--- config.mk ---
export PLATFORM = sky130hd
export DESIGN_NAME = dglue_top
export DESIGN_NICKNAME = d
export VERILOG_FILES = /design/src/rtl/dglue_pkg.sv /design/src/rtl/dglue_sampler.sv /design/src/rtl/dglue_decode.sv /design/src/rtl/dglue_strobe.sv /design/src/rtl/dglue_wait.sv /design/src/rtl/dglue_top.sv
export SDC_FILE = /design/constraint.sdc
export NUM_CORES = 1
export LEC_CHECK = 0
export ABC_AREA = 1
export BUFFER_PORTS_ARGS = -buffer_cell sky130_fd_sc_hd__buf_2
export CAP_MARGIN = 10
export CORE_MARGIN = 2
export CORE_UTILIZATION = 30
export CTS_CLUSTER_SIZE = 12
export DETAILED_ROUTE_END_ITERATION = 8
export PLACE_DENSITY = 0.62
export SLEW_MARGIN = 15
export SYNTH_ARGS = -nofsm -noshare
export SYNTH_HDL_FRONTEND = slang
export SYNTH_SLANG_ARGS = --single-unit
--- constraint.sdc ---
create_clock -name clk -period 1 [get_ports clk]
set_input_delay 0.2 -clock clk [delete_from_list [all_inputs] [get_ports clk]]
set_output_delay 0.2 -clock clk [all_outputs]
set_load 0.03 [all_outputs]
--- src/rtl/dglue_pkg.sv ---
package dglue_pkg;
  typedef enum logic [1:0] {
    RGN_ROM  = 2'd0,
    RGN_DRAM = 2'd1,
    RGN_PBUF = 2'd2
  } region_e;

  localparam int CS_ROM  = 0;
  localparam int CS_DRAM = 1;
  localparam int CS_PBUF = 2;
endpackage

--- src/rtl/dglue_sampler.sv ---
module dglue_sampler #(
  parameter int BANK_W = 1
) (
  input  logic              clk,
  input  logic              rst,
  input  logic              fetch_late_i,
  input  logic              cyc_stat_i,
  input  logic              mreq_i,
  input  logic              rd_i,
  input  logic              wr_i,
  input  logic              a15_i,
  input  logic              pbuf_en_i,
  input  logic [BANK_W-1:0] bank_i,
  input  logic              dreq_i,
  output logic              mreq_q,
  output logic              rd_q,
  output logic              wr_q,
  output logic              a15_q,
  output logic              pbuf_en_q,
  output logic [BANK_W-1:0] bank_q,
  output logic              dreq_q,
  output logic              dma_q,
  output logic              start_o
);
  logic mreq_d;

  always_ff @(posedge clk) begin
    if (rst) begin
      mreq_q    <= 1'b0;
      rd_q      <= 1'b0;
      wr_q      <= 1'b0;
      a15_q     <= 1'b0;
      pbuf_en_q <= 1'b0;
      bank_q    <= '0;
      dreq_q    <= 1'b0;
      dma_q     <= 1'b0;
      mreq_d    <= 1'b0;
    end else begin
      mreq_q    <= mreq_i;
      rd_q      <= rd_i;
      wr_q      <= wr_i;
      a15_q     <= a15_i;
      pbuf_en_q <= pbuf_en_i;
      bank_q    <= bank_i;
      dreq_q    <= dreq_i;
      dma_q     <= cyc_stat_i & ~fetch_late_i;
      mreq_d    <= mreq_q;
    end
  end

  assign start_o = mreq_q & ~mreq_d;

  AST_START_AFTER_IDLE: assert property (@(posedge clk) disable iff (rst)
    start_o |=> !start_o);
endmodule

--- src/rtl/dglue_decode.sv ---
module dglue_decode
  import dglue_pkg::*;
#(
  parameter int NBUF   = 2,
  parameter int BANK_W = 1,
  parameter int NCS    = CS_PBUF + NBUF
) (
  input  logic              mreq_q,
  input  logic              a15_q,
  input  logic              pbuf_en_q,
  input  logic [BANK_W-1:0] bank_q,
  input  logic              suppress_i,
  output logic [NCS-1:0]    cs_raw_o,
  output logic              rom_hit_o
);
  region_e rgn;

  always_comb begin
    if (pbuf_en_q)  rgn = RGN_PBUF;
    else if (a15_q) rgn = RGN_DRAM;
    else            rgn = RGN_ROM;
  end

  logic live;
  assign live      = mreq_q & ~suppress_i;
  assign rom_hit_o = live & (rgn == RGN_ROM);

  assign cs_raw_o[CS_ROM]  = rom_hit_o;
  assign cs_raw_o[CS_DRAM] = live & (rgn == RGN_DRAM);

  for (genvar k = 0; k < NBUF; k++) begin : g_pbuf
    assign cs_raw_o[CS_PBUF+k] = live & (rgn == RGN_PBUF) &
                                 (bank_q == BANK_W'(k));
  end
endmodule

--- src/rtl/dglue_strobe.sv ---
module dglue_strobe (
  input  logic clk,
  input  logic rst,
  input  logic mreq_q,
  input  logic rd_q,
  input  logic wr_q,
  input  logic dma_q,
  input  logic dreq_q,
  input  logic start_i,
  input  logic xfer_dir_i,
  output logic suppress_o,
  output logic dma_ack_o,
  output logic scsi_rd_o,
  output logic scsi_wr_o
);
  logic armed_r, armed_now, ack_n;

  assign armed_now  = start_i ? dreq_q : armed_r;
  assign ack_n      = mreq_q & rd_q & dma_q & armed_now;
  assign suppress_o = mreq_q & dma_q &
                      ((wr_q & ~xfer_dir_i) | (rd_q & xfer_dir_i));

  always_ff @(posedge clk) begin
    if (rst) begin
      armed_r   <= 1'b0;
      dma_ack_o <= 1'b0;
      scsi_rd_o <= 1'b0;
      scsi_wr_o <= 1'b0;
    end else begin
      armed_r   <= mreq_q & armed_now;
      dma_ack_o <= ack_n;
      scsi_rd_o <= ack_n & xfer_dir_i;
      scsi_wr_o <= ack_n & ~xfer_dir_i;
    end
  end

  AST_ACK_ONLY_DMA_READ: assert property (@(posedge clk) disable iff (rst)
    dma_ack_o |-> $past(dma_q && rd_q && mreq_q));
  AST_STROBE_NEEDS_ACK: assert property (@(posedge clk) disable iff (rst)
    (scsi_rd_o || scsi_wr_o) |-> dma_ack_o);
  AST_STROBES_EXCLUSIVE: assert property (@(posedge clk) disable iff (rst)
    !(scsi_rd_o && scsi_wr_o));
  AST_ACK_NEEDS_REQUEST: assert property (@(posedge clk) disable iff (rst)
    ($rose(dma_ack_o)) |-> $past(dreq_q));
endmodule

--- src/rtl/dglue_wait.sv ---
module dglue_wait (
  input  logic clk,
  input  logic rst,
  input  logic start_i,
  input  logic rom_hit_i,
  output logic wait_o
);
  always_ff @(posedge clk) begin
    if (rst) wait_o <= 1'b0;
    else     wait_o <= start_i & rom_hit_i;
  end

  AST_WAIT_SINGLE: assert property (@(posedge clk) disable iff (rst)
    wait_o |=> !wait_o);
endmodule

--- src/rtl/dglue_top.sv ---
module dglue_top
  import dglue_pkg::*;
#(
  parameter int NBUF   = 2,
  parameter int BANK_W = (NBUF > 1) ? $clog2(NBUF) : 1
) (
  input  logic              clk,
  input  logic              rst,
  input  logic              fetch_late_i,
  input  logic              cyc_stat_i,
  input  logic              mreq_i,
  input  logic              rd_i,
  input  logic              wr_i,
  input  logic              a15_i,
  input  logic              pbuf_en_i,
  input  logic [BANK_W-1:0] bank_i,
  input  logic              dreq_i,
  input  logic              xfer_dir_i,
  output logic              dma_ack_o,
  output logic              scsi_rd_o,
  output logic              scsi_wr_o,
  output logic              rom_cs_o,
  output logic              dram_cs_o,
  output logic [NBUF-1:0]   pbuf_cs_o,
  output logic              wait_o
);
  localparam int NCS = CS_PBUF + NBUF;

  logic              mreq_q, rd_q, wr_q, a15_q, pbuf_en_q, dreq_q, dma_q, start;
  logic [BANK_W-1:0] bank_q;
  logic              suppress, rom_hit;
  logic [NCS-1:0]    cs_raw, cs_q;

  dglue_sampler #(.BANK_W(BANK_W)) u_samp (
    .clk(clk), .rst(rst),
    .fetch_late_i(fetch_late_i), .cyc_stat_i(cyc_stat_i),
    .mreq_i(mreq_i), .rd_i(rd_i), .wr_i(wr_i), .a15_i(a15_i),
    .pbuf_en_i(pbuf_en_i), .bank_i(bank_i), .dreq_i(dreq_i),
    .mreq_q(mreq_q), .rd_q(rd_q), .wr_q(wr_q), .a15_q(a15_q),
    .pbuf_en_q(pbuf_en_q), .bank_q(bank_q), .dreq_q(dreq_q),
    .dma_q(dma_q), .start_o(start)
  );

  dglue_strobe u_strb (
    .clk(clk), .rst(rst),
    .mreq_q(mreq_q), .rd_q(rd_q), .wr_q(wr_q), .dma_q(dma_q),
    .dreq_q(dreq_q), .start_i(start), .xfer_dir_i(xfer_dir_i),
    .suppress_o(suppress), .dma_ack_o(dma_ack_o),
    .scsi_rd_o(scsi_rd_o), .scsi_wr_o(scsi_wr_o)
  );

  dglue_decode #(.NBUF(NBUF), .BANK_W(BANK_W), .NCS(NCS)) u_dec (
    .mreq_q(mreq_q), .a15_q(a15_q), .pbuf_en_q(pbuf_en_q), .bank_q(bank_q),
    .suppress_i(suppress), .cs_raw_o(cs_raw), .rom_hit_o(rom_hit)
  );

  dglue_wait u_wait (
    .clk(clk), .rst(rst), .start_i(start), .rom_hit_i(rom_hit),
    .wait_o(wait_o)
  );

  always_ff @(posedge clk) begin
    if (rst) cs_q <= '0;
    else     cs_q <= cs_raw;
  end

  assign rom_cs_o  = cs_q[CS_ROM];
  assign dram_cs_o = cs_q[CS_DRAM];
  for (genvar k = 0; k < NBUF; k++) begin : g_pbuf_out
    assign pbuf_cs_o[k] = cs_q[CS_PBUF+k];
  end

  AST_SINGLE_SELECT: assert property (@(posedge clk) disable iff (rst)
    $onehot0(cs_q));
  AST_WAIT_ON_ROM: assert property (@(posedge clk) disable iff (rst)
    wait_o |-> rom_cs_o);
  AST_SCSI_RD_NO_MEM: assert property (@(posedge clk) disable iff (rst)
    scsi_rd_o |-> (cs_q == '0));
endmodule

==> results.py <==
metrics = {
    "clock_network": {
        "root_buffer": "clkbuf_4",
        "hold_buffers": 0,
        "postCtsResizedCells": 0,
        "clock-sinks": 18,
        "clk_pin_slew_ns": 0.09,
        "clockBufferDepth": 2,
        "post_cts_buffers": 0,
        "cts-htree-levels": 1,
        "clkLatencyLatePin_ns": 0.29,
        "numCtsBuffers": 3,
        "cts_tree": "built",
    },
    "timing": {
        "fin_crit_sh_pct": 97.9,
        "fin_ws_ns": 0.0212,
        "fin_crit_ns": 0.979,
        "hold_viol_final": 0,
        "drv_slew": 0,
        "setup_viol": 0,
        "max_slew_margin_pct": 87.1,
        "skew_ns": 0.00125,
        "max_freq_ghz": 1.02,
        "worst_pin_slew_ns": 0.193,
    },
    "drt": {
        "avgViaCountPerCell": 3.72,
        "drt_iter0_drc": 0,
        "ant_nets": 0,
        "drc": 0,
        "first_pass_iters": 1,
        "vias": 446,
        "wirelength_um": 887,
        "wire_per_inst_um": 7.39,
    },
    "die": {
        "ios": 20,
        "core_region_area_um2": 1920,
        "rows": 16,
        "die_area_um2": 2380,
        "fp.dieH_um": 48.8,
        "start_util_pct": 31.4,
        "fp.dieW_um": 48.8,
    },
    "global_route": {
        "grt_overflow_total": 0,
        "antenna_found_initial": 0,
        "grt_pass1_vias": 388,
        "grt.total_usage_pct": 7.71,
        "grt_pass1_wl_um": 1350,
        "grt_max_degree": 10,
    },
    "finish": {
        "final_util_pct": 39.9,
        "n_fill_cell": 211,
        "instances_no_fill": 120,
        "diodes": 0,
        "nets": 107,
        "multi_input_area_um2": 159,
        "regArea_um2": 362,
        "areaGrowthSynthToFinish_pct": 27.2,
        "layout-drive-gt1-share_pct": 30.1,
    },
    "synth": {
        "synth_edf_count": 0,
        "yosysSeqAreaShare_pct": 59.8,
        "synth_cells": 71,
        "ys.flop_type": "dfxtp_1",
        "async_flop_share_pct": 0,
        "ys_ff_latch": 18,
        "avgSynthCellArea_um2": 8.49,
        "synth_warnings": 0,
        "syn-num-nets": 83,
        "yosysUniqueCellTypes": 12,
        "synth_area_leaders": "dfxtp_1 (60%), nor2_1 (11%), inv_1 (11%), nand2_1 (4.4%), nand3_1 (3.3%)",
        "synth_area_leader_cell": "dfxtp_1",
        "synthTopCellsByCount": "dfxtp_1 (18), nor2_1 (18), inv_1 (17), nand2_1 (7), nand3_1 (4)",
        "mappedNetlistArea_um2": 603,
        "synth_top_area_share_pct": 59.8,
    },
    "setup_path": {
        "path_depth": 1,
        "cp.arrival_ns": 0.78,
        "cpMaxStageDelayCell": "dfxtp_1",
        "crit_buf_inv": 1,
        "cp-startpoint": "cs_q[0]",
        "required_ns": 0.80,
        "cp_cell_sequence": "buf_2",
        "worstPathMaxFanout": 1,
        "rrSetupSlack_ns": 0.13,
        "rr_endpoint": "u_strb.scsi_rd_o",
        "cp-end-kind": "output pin",
        "critPathTopFamily": "flip-flops",
        "reg2reg_depth": 5,
        "r2r-start": "u_samp.mreq_d",
        "crit_path_end": "rom_cs_o",
        "cpPeakStageDelay_ns": 0.31,
        "critical_path_class": "reg -> out",
        "start_kind": "flip-flop",
    },
    "placement": {
        "dp.cells": 117,
        "place.gp.congestion": 0.742,
        "dpl_worst_slack_ns": 0.107,
        "io_buffers": 19,
        "dpl.hpwl_um": 671,
    },
    "flow_run": {
        "drv_cap": 0,
    },
    "status": {
        "outcome": "finished clean",
    },
    "hold_path": {
        "holdCritPathClass": "in -> reg",
    },
    "pwr": {
        "vdd_ir_drop_max_mv": 0.472,
        "cellPowerDensity_nw_per_um2": 1550,
        "leakage_uw": 0.000427,
    },
}
==> how the worst min path moves through the flow <==
stage | from | endpoint | slack [ns] | cells after the start
floorplan | fetch_late_i | u_samp.dma_q | 0.27 | 1
global placement | fetch_late_i | u_samp.dma_q | 0.36 | 2
detailed placement | fetch_late_i | u_samp.dma_q | 0.36 | 2
CTS | fetch_late_i | u_samp.dma_q | 0.05 | 2
global route | fetch_late_i | u_samp.dma_q | 0.05 | 2
finish | fetch_late_i | u_samp.dma_q | 0.05 | 2
==> cell type report <==
type                       count  share of cell area [%]
sequential                    18                    47.1
clock buffer                   3                    2.94
tap                           27                    4.40
timing repair buffer          20                    15.3
multi-input combinational     34                    20.7
inverter                      18                    9.46
==> where the power goes <==
part / switching (uW) / internal [uW]
registers: 12.8 / 741
clock network: 203 / 140
logic: 50.2 / 41.5
==> registers in the layout (all words and copies together) (netlist names) <==
name	flops
cs_q	4
u_samp.a15_q	1
u_samp.bank_q	1
u_samp.dma_q	1
u_samp.dreq_q	1
u_samp.mreq_d	1
u_samp.mreq_q	1
u_samp.pbuf_en_q	1
u_samp.rd_q	1
u_samp.wr_q	1
u_strb.armed_r	1
u_strb.dma_ack_o	1
u_strb.scsi_rd_o	1
u_strb.scsi_wr_o	1
u_wait.wait_o	1
==> cell families after synthesis <==
family	synth area share, %
flip-flops	59.8
buffers and inverters	13.9
AND/OR/NAND/NOR	26.3
==> metal layers <==
layer	wire [um]	track usage, %	vias to the layer above
met5	0	0	-
met2	417	13.2	14
met3	52	1.84	4
met1	382	6.99	184
li1	-	-	244
met4	33	8.57	0
==> per-stage QoR <==
| stage | TNS, ns | area [um^2] | hold WS [ns] | total power [uW] |
|---|---|---|---|---|
| 2_1_floorplan | 0 | 603 | 0.272 | 828 |
| 3_3_place_gp | 0 | 728 | 0.356 | 859 |
| 3_5_place_dp | 0 | 728 | 0.364 | 861 |
| 4_1_cts | 0 | 751 | 0.0528 | 1200 |
| 5_1_grt | -0.00322 | 767 | 0.0509 | 1240 |
| 6_report | 0 | 767 | 0.0532 | 1190 |
==> layout by cell type, fill, tap and decap left out, types with 3 or more instances in the layout <==
| master | netlist | routed |
|---|---|---|
| inv_1 | 17 | 17 |
| clkbuf_4 | 0 | 3 |
| nand2_1 | 7 | 7 |
| buf_4 | 0 | 7 |
| nor2_1 | 18 | 18 |
| nand3_1 | 4 | 4 |
| buf_2 | 0 | 13 |
| dfxtp_1 | 18 | 17 |
(Power assumes the default switching activity.)
